--- config.mk ---
export PLATFORM = sky130hd
export DESIGN_NAME = cmp_channel
export DESIGN_NICKNAME = d
export VERILOG_FILES = /design/src/rtl/cmpch_pkg.sv /design/src/rtl/cmpch_regs.sv /design/src/rtl/cmpch_match.sv /design/src/rtl/cmpch_flag.sv /design/src/rtl/cmp_channel.sv
export SDC_FILE = /design/constraint.sdc
export NUM_CORES = 1
export LEC_CHECK = 0
export BUFFER_PORTS_ARGS = -buffer_cell sky130_fd_sc_hd__buf_2
export CORE_UTILIZATION = 48
export DETAILED_ROUTE_END_ITERATION = 10
export GPL_TIMING_DRIVEN = 0
export PLACE_DENSITY = 0.87
export SYNTH_ARGS = -nofsm -noshare
export SYNTH_HDL_FRONTEND = slang
export SYNTH_HIERARCHICAL = 1
export SYNTH_SLANG_ARGS = --single-unit
--- constraint.sdc ---
create_clock -name clk -period 2 [get_ports clk]
set_input_delay 0 -clock clk [delete_from_list [all_inputs] [get_ports clk]]
set_output_delay 0 -clock clk [all_outputs]
set_load 0.01 [all_outputs]
--- src/rtl/cmpch_pkg.sv ---
package cmpch_pkg;

    // Mode register layout: bit 2 interrupt enable, bit 1 match enable, bit 0 compare enable.
    typedef struct packed {
        logic irq_en;
        logic match_en;
        logic cmp_en;
    } mode_t;

    localparam int unsigned MODE_W = $bits(mode_t);

    // Fixed word addresses on the register bus.
    localparam int unsigned ADDR_MODE = 0;
    localparam int unsigned ADDR_FLAG = 1;
    localparam int unsigned ADDR_CMP0 = 2;

    // Effect of a bus write on the compare-enable bit.
    typedef enum logic [1:0] {
        CE_KEEP  = 2'd0,
        CE_CLEAR = 2'd1,
        CE_SET   = 2'd2
    } ce_op_e;

    // The top byte lane rearms the channel. The bottom lane disarms it.
    // With a single lane, the top-lane rule wins.
    function automatic ce_op_e lane_ce_op(input int unsigned lane, input int unsigned nlanes);
        if (lane == nlanes - 1) return CE_SET;
        if (lane == 0)          return CE_CLEAR;
        return CE_KEEP;
    endfunction

    function automatic logic armed(input mode_t m);
        return m.cmp_en && m.match_en;
    endfunction

endpackage

--- src/rtl/cmpch_regs.sv ---
module cmpch_regs
    import cmpch_pkg::*;
#(
    parameter int unsigned TB_W   = 16,
    parameter int unsigned BYTE_W = 8,
    parameter int unsigned ADDR_W = 2
) (
    input  logic              clk,
    input  logic              rst,
    input  logic              wr_en,
    input  logic [ADDR_W-1:0] addr,
    input  logic [BYTE_W-1:0] wdata,
    input  logic              flag,
    output logic [TB_W-1:0]   cmp_val,
    output mode_t             mode,
    output logic              clr_req,
    output logic [BYTE_W-1:0] rdata
);
    localparam int unsigned NLANES = TB_W / BYTE_W;

    logic [NLANES-1:0] lane_wr;
    ce_op_e            lane_op [NLANES];
    ce_op_e            ce_op;
    logic              mode_wr;

    assign mode_wr = wr_en && (addr == ADDR_W'(ADDR_MODE));
    assign clr_req = wr_en && (addr == ADDR_W'(ADDR_FLAG)) && !wdata[0];

    for (genvar i = 0; i < NLANES; i++) begin : g_lane
        logic [BYTE_W-1:0] byte_q;
        assign lane_wr[i] = wr_en && (addr == ADDR_W'(ADDR_CMP0 + i));
        assign lane_op[i] = lane_wr[i] ? lane_ce_op(i, NLANES) : CE_KEEP;
        always_ff @(posedge clk) begin
            if (rst)             byte_q <= '0;
            else if (lane_wr[i]) byte_q <= wdata;
        end
        assign cmp_val[i*BYTE_W +: BYTE_W] = byte_q;
    end

    // Only one address is written per cycle, so at most one lane op is active.
    always_comb begin
        ce_op = CE_KEEP;
        for (int i = 0; i < NLANES; i++) begin
            if (lane_op[i] != CE_KEEP) ce_op = lane_op[i];
        end
    end

    mode_t mode_q;
    always_ff @(posedge clk) begin
        if (rst) begin
            mode_q <= '0;
        end else if (mode_wr) begin
            mode_q <= mode_t'(wdata[MODE_W-1:0]);
        end else begin
            case (ce_op)
                CE_SET:   mode_q.cmp_en <= 1'b1;
                CE_CLEAR: mode_q.cmp_en <= 1'b0;
                default:  ;
            endcase
        end
    end
    assign mode = mode_q;

    always_comb begin
        rdata = '0;
        if (addr == ADDR_W'(ADDR_MODE)) rdata = {{(BYTE_W-MODE_W){1'b0}}, mode_q};
        if (addr == ADDR_W'(ADDR_FLAG)) rdata = {{(BYTE_W-1){1'b0}}, flag};
        for (int i = 0; i < NLANES; i++) begin
            if (addr == ADDR_W'(ADDR_CMP0 + i)) rdata = cmp_val[i*BYTE_W +: BYTE_W];
        end
    end

endmodule

--- src/rtl/cmpch_match.sv ---
module cmpch_match
    import cmpch_pkg::*;
#(
    parameter int unsigned TB_W   = 16,
    parameter int unsigned BYTE_W = 8
) (
    input  logic [TB_W-1:0] tbase,
    input  logic [TB_W-1:0] cmp_val,
    input  mode_t           mode,
    output logic            hit
);
    localparam int unsigned NLANES = TB_W / BYTE_W;

    logic [NLANES-1:0] lane_eq;

    for (genvar i = 0; i < NLANES; i++) begin : g_eq
        assign lane_eq[i] = (tbase[i*BYTE_W +: BYTE_W] == cmp_val[i*BYTE_W +: BYTE_W]);
    end

    assign hit = armed(mode) && (&lane_eq);

endmodule

--- src/rtl/cmpch_flag.sv ---
module cmpch_flag (
    input  logic clk,
    input  logic rst,
    input  logic hit,
    input  logic clr_req,
    input  logic irq_en,
    output logic flag,
    output logic irq
);
    logic flag_q;

    // A match takes priority over a clear issued in the same cycle.
    always_ff @(posedge clk) begin
        if (rst)          flag_q <= 1'b0;
        else if (hit)     flag_q <= 1'b1;
        else if (clr_req) flag_q <= 1'b0;
    end

    assign flag = flag_q;
    assign irq  = flag_q && irq_en;

endmodule

--- src/rtl/cmp_channel.sv ---
module cmp_channel
    import cmpch_pkg::*;
#(
    parameter int unsigned TB_W   = 16,
    parameter int unsigned BYTE_W = 8,
    parameter int unsigned ADDR_W = $clog2(TB_W / BYTE_W + 2)
) (
    input  logic              clk,
    input  logic              rst,
    input  logic [TB_W-1:0]   tbase_i,
    input  logic              wr_en_i,
    input  logic [ADDR_W-1:0] addr_i,
    input  logic [BYTE_W-1:0] wdata_i,
    output logic [BYTE_W-1:0] rdata_o,
    output logic              flag_o,
    output logic              irq_o
);
    mode_t           mode_w;
    logic [TB_W-1:0] cmp_val_w;
    logic            clr_w;
    logic            hit_w;
    logic            flag_w;

    cmpch_regs #(.TB_W(TB_W), .BYTE_W(BYTE_W), .ADDR_W(ADDR_W)) i_regs (
        .clk     (clk),
        .rst     (rst),
        .wr_en   (wr_en_i),
        .addr    (addr_i),
        .wdata   (wdata_i),
        .flag    (flag_w),
        .cmp_val (cmp_val_w),
        .mode    (mode_w),
        .clr_req (clr_w),
        .rdata   (rdata_o)
    );

    cmpch_match #(.TB_W(TB_W), .BYTE_W(BYTE_W)) i_match (
        .tbase   (tbase_i),
        .cmp_val (cmp_val_w),
        .mode    (mode_w),
        .hit     (hit_w)
    );

    cmpch_flag i_flag (
        .clk     (clk),
        .rst     (rst),
        .hit     (hit_w),
        .clr_req (clr_w),
        .irq_en  (mode_w.irq_en),
        .flag    (flag_w),
        .irq     (irq_o)
    );

    assign flag_o = flag_w;

endmodule

== Word level (Yosys, flattened, before mapping) ==
Index checks and enable logic that the tools add are counted.
Storage, ports and cells
  bits in read-only memories: 0
  memories: 0
  register bits: 20
  bits in writable memories: 0
  output and inout port bits: 10
  word-level logic and storage cells: 40
  latch bits: 0
Operators by class
  reductions and logical operators: 15
  equal/unequal tests: 7
  multipliers: 0
  bitwise logic cells: 0
  $lt $le $gt $ge: 0
  $add $sub $neg: 0
  muxes and demuxes: 12
  shift operators: 0
  divide/modulo/power cells: 0
Operators by type and width (number)
  8-bit equality test: 2
  8-bit 2-to-1 mux: 2
  1-bit logical AND: 8
  2-bit equality test, second input constant: 3
  2-bit 2-to-1 mux: 3
  3-bit 2-to-1 mux: 2
  2-bit nonzero test: 3
  2-bit by 1-bit equality test with 1-bit output, second input constant: 2
  1-bit 2-to-1 mux: 4
  3-bit nonzero test: 1
  2-bit logical NOT: 1
  1-bit case mux with 2 select lines: 1
  2-bit AND reduction: 1
  1-bit logical NOT: 1

== Longest topological paths before layout ==
  word-level depth: 9
  gate-level depth with buffers: 6
  gate-level depth less buffers: 6

== Modules after synthesis ==
Netlist, hierarchy kept.
By module, submodules not included
  cmpch_regs: area an instance 883.3 µm², seq. area each 380.4 µm², times used 1, cells each 107
  cmpch_match: area an instance 183.9 µm², seq. area each 0.0 µm², times used 1, cells each 22
  cmpch_flag: area an instance 45.0 µm², seq. area each 20.0 µm², times used 1, cells each 5

== Least setup slack after synthesis ==
No wires, ideal clock.
  path kind: reg2reg
  start: register i_regs.g_lane[0].byte_q[2]
  end: register i_flag.flag_q (netlist: i_flag/flag)
  path slack: 0.576 ns
  cell stages (with the launch flop): 7
  arrival time: 1.358 ns
  data required time: 1.934 ns
  cell sequence: dfxtp_1 > xnor2_1 > nand4_1 > or4_1 > nor4_2 > inv_1 > a21oi_2
Between the ends
  word-level cells in the longest chain between the ends: 4
  elaborated cells between the ends (all ways): 5
Ends and longest elaborated chain
  start, declared: RTL line cmpch_regs.sv:30  | logic [BYTE_W-1:0] byte_q;
  start signal, assigned: RTL line cmpch_regs.sv:35  | else if (lane_wr[i]) byte_q <= wdata;
  8-bit equality test *: RTL line cmpch_match.sv:17  | assign lane_eq[i] = (tbase[i*BYTE_W +: BYTE_W] == cmp_val[i*BYTE_W +: BYTE_W]);
  2-bit AND reduction *: RTL line cmpch_match.sv:20  | assign hit = armed(mode) && (&lane_eq);
  1-bit logical AND *: RTL line cmpch_match.sv:20
  via hit_w: RTL line cmp_channel.sv:21  | logic hit_w;
  1-bit 2-to-1 mux / 2-bit nonzero test (equally long branches)
  end signal, assigned: RTL line cmpch_flag.sv:14  | if (rst) flag_q <= 1'b0;
  end signal, assigned: RTL line cmpch_flag.sv:15  | else if (hit) flag_q <= 1'b1;
  end signal, assigned: RTL line cmpch_flag.sv:16  | else if (clr_req) flag_q <= 1'b0;
  end, declared: RTL line cmpch_flag.sv:10  | logic flag_q;
Mark *: on every way through the listed nets, which the timed path passes. The rest lies on a longest branch.
A chain may end at the register's enable or synchronous reset.

== Worst setup path in the final report ==
Ends and elaborated chain as after synthesis.

==> results_dict.tcl <==
set metrics [dict create \
    status "completed" \
    placeableCoreArea_um2 2190 \
    initial_utilization_pct 50.8 \
    max-clock-path-buffers 2 \
    worst_setup_path_end_kind "register" \
    antenna-diode-count 0 \
    critPathKind "register to register" \
    num-nets-final 213 \
    die_x_um 50.1 \
    postSynth.topFlopCell "sky130_fd_sc_hd__dfxtp_1" \
    dp_hpwl_um 2110 \
    setup_repair_after_global_routing_missed_its_margin "false" \
    syn_inst 134 \
    port_buffers 35 \
    proportion_of_layout_cells_with_a_drive_suffix_above_1_pct 26.9 \
    ys_types 32 \
    syn-cell-area_um2 1110 \
    path_clk_slew_ps 110 \
    worst-endpoint-required_ps 2250 \
    grt_first_pass_wirelength_um 4740 \
    setup.worst_path.start_class "register" \
    routed_wire_length_per_instance_um 14.1 \
    drt.antenna.violating_nets 0 \
    cap_viol_max_count 0 \
    detail_route.iter0.violations 26 \
    fin_tns_setup_ps 0 \
    grt_max_degree 11 \
    synth_edf_count 0 \
    synth_seq_area_share_pct 36.0 \
    clock_tree_from_tritoncts "done" \
    syn_avg_cell_area_um2 8.30 \
    synthArstFlopShare_pct 0 \
    pin_count 39 \
    die_h_um 50.1 \
    synthesis.yosys.warnings 6 \
    slew_violations 0 \
    cts.root.buffer_cell "sky130_fd_sc_hd__clkbuf_4" \
    dp_cells 197 \
    leading_cell_type_in_the_layout_fill_and_taps_excluded "sky130_fd_sc_hd__buf_2" \
    die-area_um2 2510 \
    worst_pin_slew_ps 485 \
    core.rowCount 17 \
    power.static_leakage_nw 0.587 \
    hold_viol 0 \
    final.period_utilization_pct 80.3 \
    drtPass1Iterations 5 \
    clock_skew_ps 2.87 \
    cts-htree-levels 1 \
    crit_path_max_fanout 3 \
    gr-total-overflow 0 \
    hold_class "input port to register" \
    vias 1117 \
    gp_congestion 0.838 \
    cts_made_buffers 3 \
    slew_headroom_pct 67.6 \
    postCtsSetupBuffers 0 \
    max-vdd-ir-drop_uv 288 \
    pwr_per_cell_area_nw_per_um2 534 \
    clock_latency_ps 300 \
    vias_in_the_first_global_route 1038 \
    antenna_found_initial 0 \
    fmax_mhz 623 \
    postSynthRegisterBits 20 \
    remaining_drc_errors 0 \
    totalWireLength_um 2970 \
    post-route-min-period_ps 1610 \
    finish.cell_count_without_fillers 210 \
    layout.cells.most_common_list "sky130_fd_sc_hd__buf_2 (36), sky130_fd_sc_hd__nand2_1 (33), sky130_fd_sc_hd__dfxtp_1 (20)" \
    vias_per_cell 5.32 \
    clock_sinks 20 \
    final-setup-viol-count 0 \
    groute.usage.overall_pct 25.5 \
    layout-area-overhead-vs-synth_pct 29.9 \
    net_count_after_synthesis 163 \
    worstPathArrival_ps 1860 \
]
-- cells in the mapped netlist (all sizes together), types with 2 or more instances --
library cell	count	area share [%]
clkbuf	5	1.7
mux2i	7	6.3
dfxtp	20	36
a21oi	17	8.0
buf	4	3.1
nand2	33	11
nor2b	5	2.8
a22o	2	1.6
xnor2	13	10
inv	2	0.67
nand4	3	1.7
xor2	3	2.4
nand3	2	0.90
mux2	2	2.0
nor2	3	1.0
-- power by group --
group / total [W] / switching [W] / leakage (nW) / internal, W
clock: 0.000194 / 0.000124 / 0.0138 / 0.0000704
sequential: 0.000424 / 0.0000121 / 0.163 / 0.000411
combinational: 0.000154 / 0.0000743 / 0.410 / 0.0000796
-- worst max-delay path, cell delays in order (launching register included) --
cell	delay [ps]
sky130_fd_sc_hd__dfxtp_1	350
sky130_fd_sc_hd__xnor2_1	220
sky130_fd_sc_hd__nand4_1	110
sky130_fd_sc_hd__or4_1	530
sky130_fd_sc_hd__nor4_2	150
sky130_fd_sc_hd__inv_1	80
sky130_fd_sc_hd__a21oi_2	110
-- state kept, by name (all words and copies together) (netlist names) --
register              count
i_regs/mode               3
i_flag/flag               1
i_regs/g_lane.byte_q     16
-- stage by stage --
stage | total power (W) | instance area (um^2) | hold slack, ps | util [%] | setup WS, ps
after floorplan | 0.000513 | 1110 | 62.4 | - | 576
after global placement | 0.000563 | 1320 | 175 | 60.4 | 413
after detailed placement | 0.000568 | 1320 | 174 | 60.4 | 402
final | 0.000771 | 1450 | 26.0 | 66.0 | 394
after CTS | 0.000769 | 1450 | 22.6 | 66.0 | 387
after global routing | 0.000807 | 1450 | 40.5 | 66.0 | 247
-- final cells by class --
type,count,area (um^2)
Buffer,9,53.8
Multi-Input combinational cell,103,651
Tap cell,28,35.0
Clock buffer,3,22.5
Timing Repair Buffer,45,275
Fill cell,180,746
Sequential cell,20,400
Inverter,2,7.51
-- path summary, 6_finish.rpt --
path	start	end	slack, ps	cells after the start
max reg2reg	i_regs/g_lane[0].byte_q[2]	i_flag/flag	390	6
max	i_regs/g_lane[0].byte_q[2]	i_flag/flag	390	6
min reg2reg	i_regs/g_lane[1].byte_q[7]	i_regs/g_lane[1].byte_q[7]	490	2
min	addr_i[0]	i_regs/mode[0]	30	3
-- cells by family (layout without fill, tap and decap cells) --
| logic type | count (synthesis) | count (layout) | synth area share [%] |
|---|---|---|---|
| compound gates | 21 | 21 | 10.6 |
| xor+xnor | 16 | 16 | 12.6 |
| buf+inv | 11 | 59 | 5.51 |
| flops | 20 | 20 | 36.0 |
| mux | 10 | 10 | 10.3 |
| simple gates | 56 | 56 | 25.0 |
-- routing by layer --
layer / part of all wire, % / GRT usage (%)
met5: 0 / 0
met1: 42 / 32.4
met4: 2.4 / 12.9
met2: 52 / 42.4
met3: 3.2 / 2.42
-- repair_timing --
item,CTS,global route
setup endpoints to repair,0,0
hold buffers,10,0
hold endpoints to repair,20,0
gates resized for setup,0,0
Note: power is estimated with default switching activity, not from simulation.
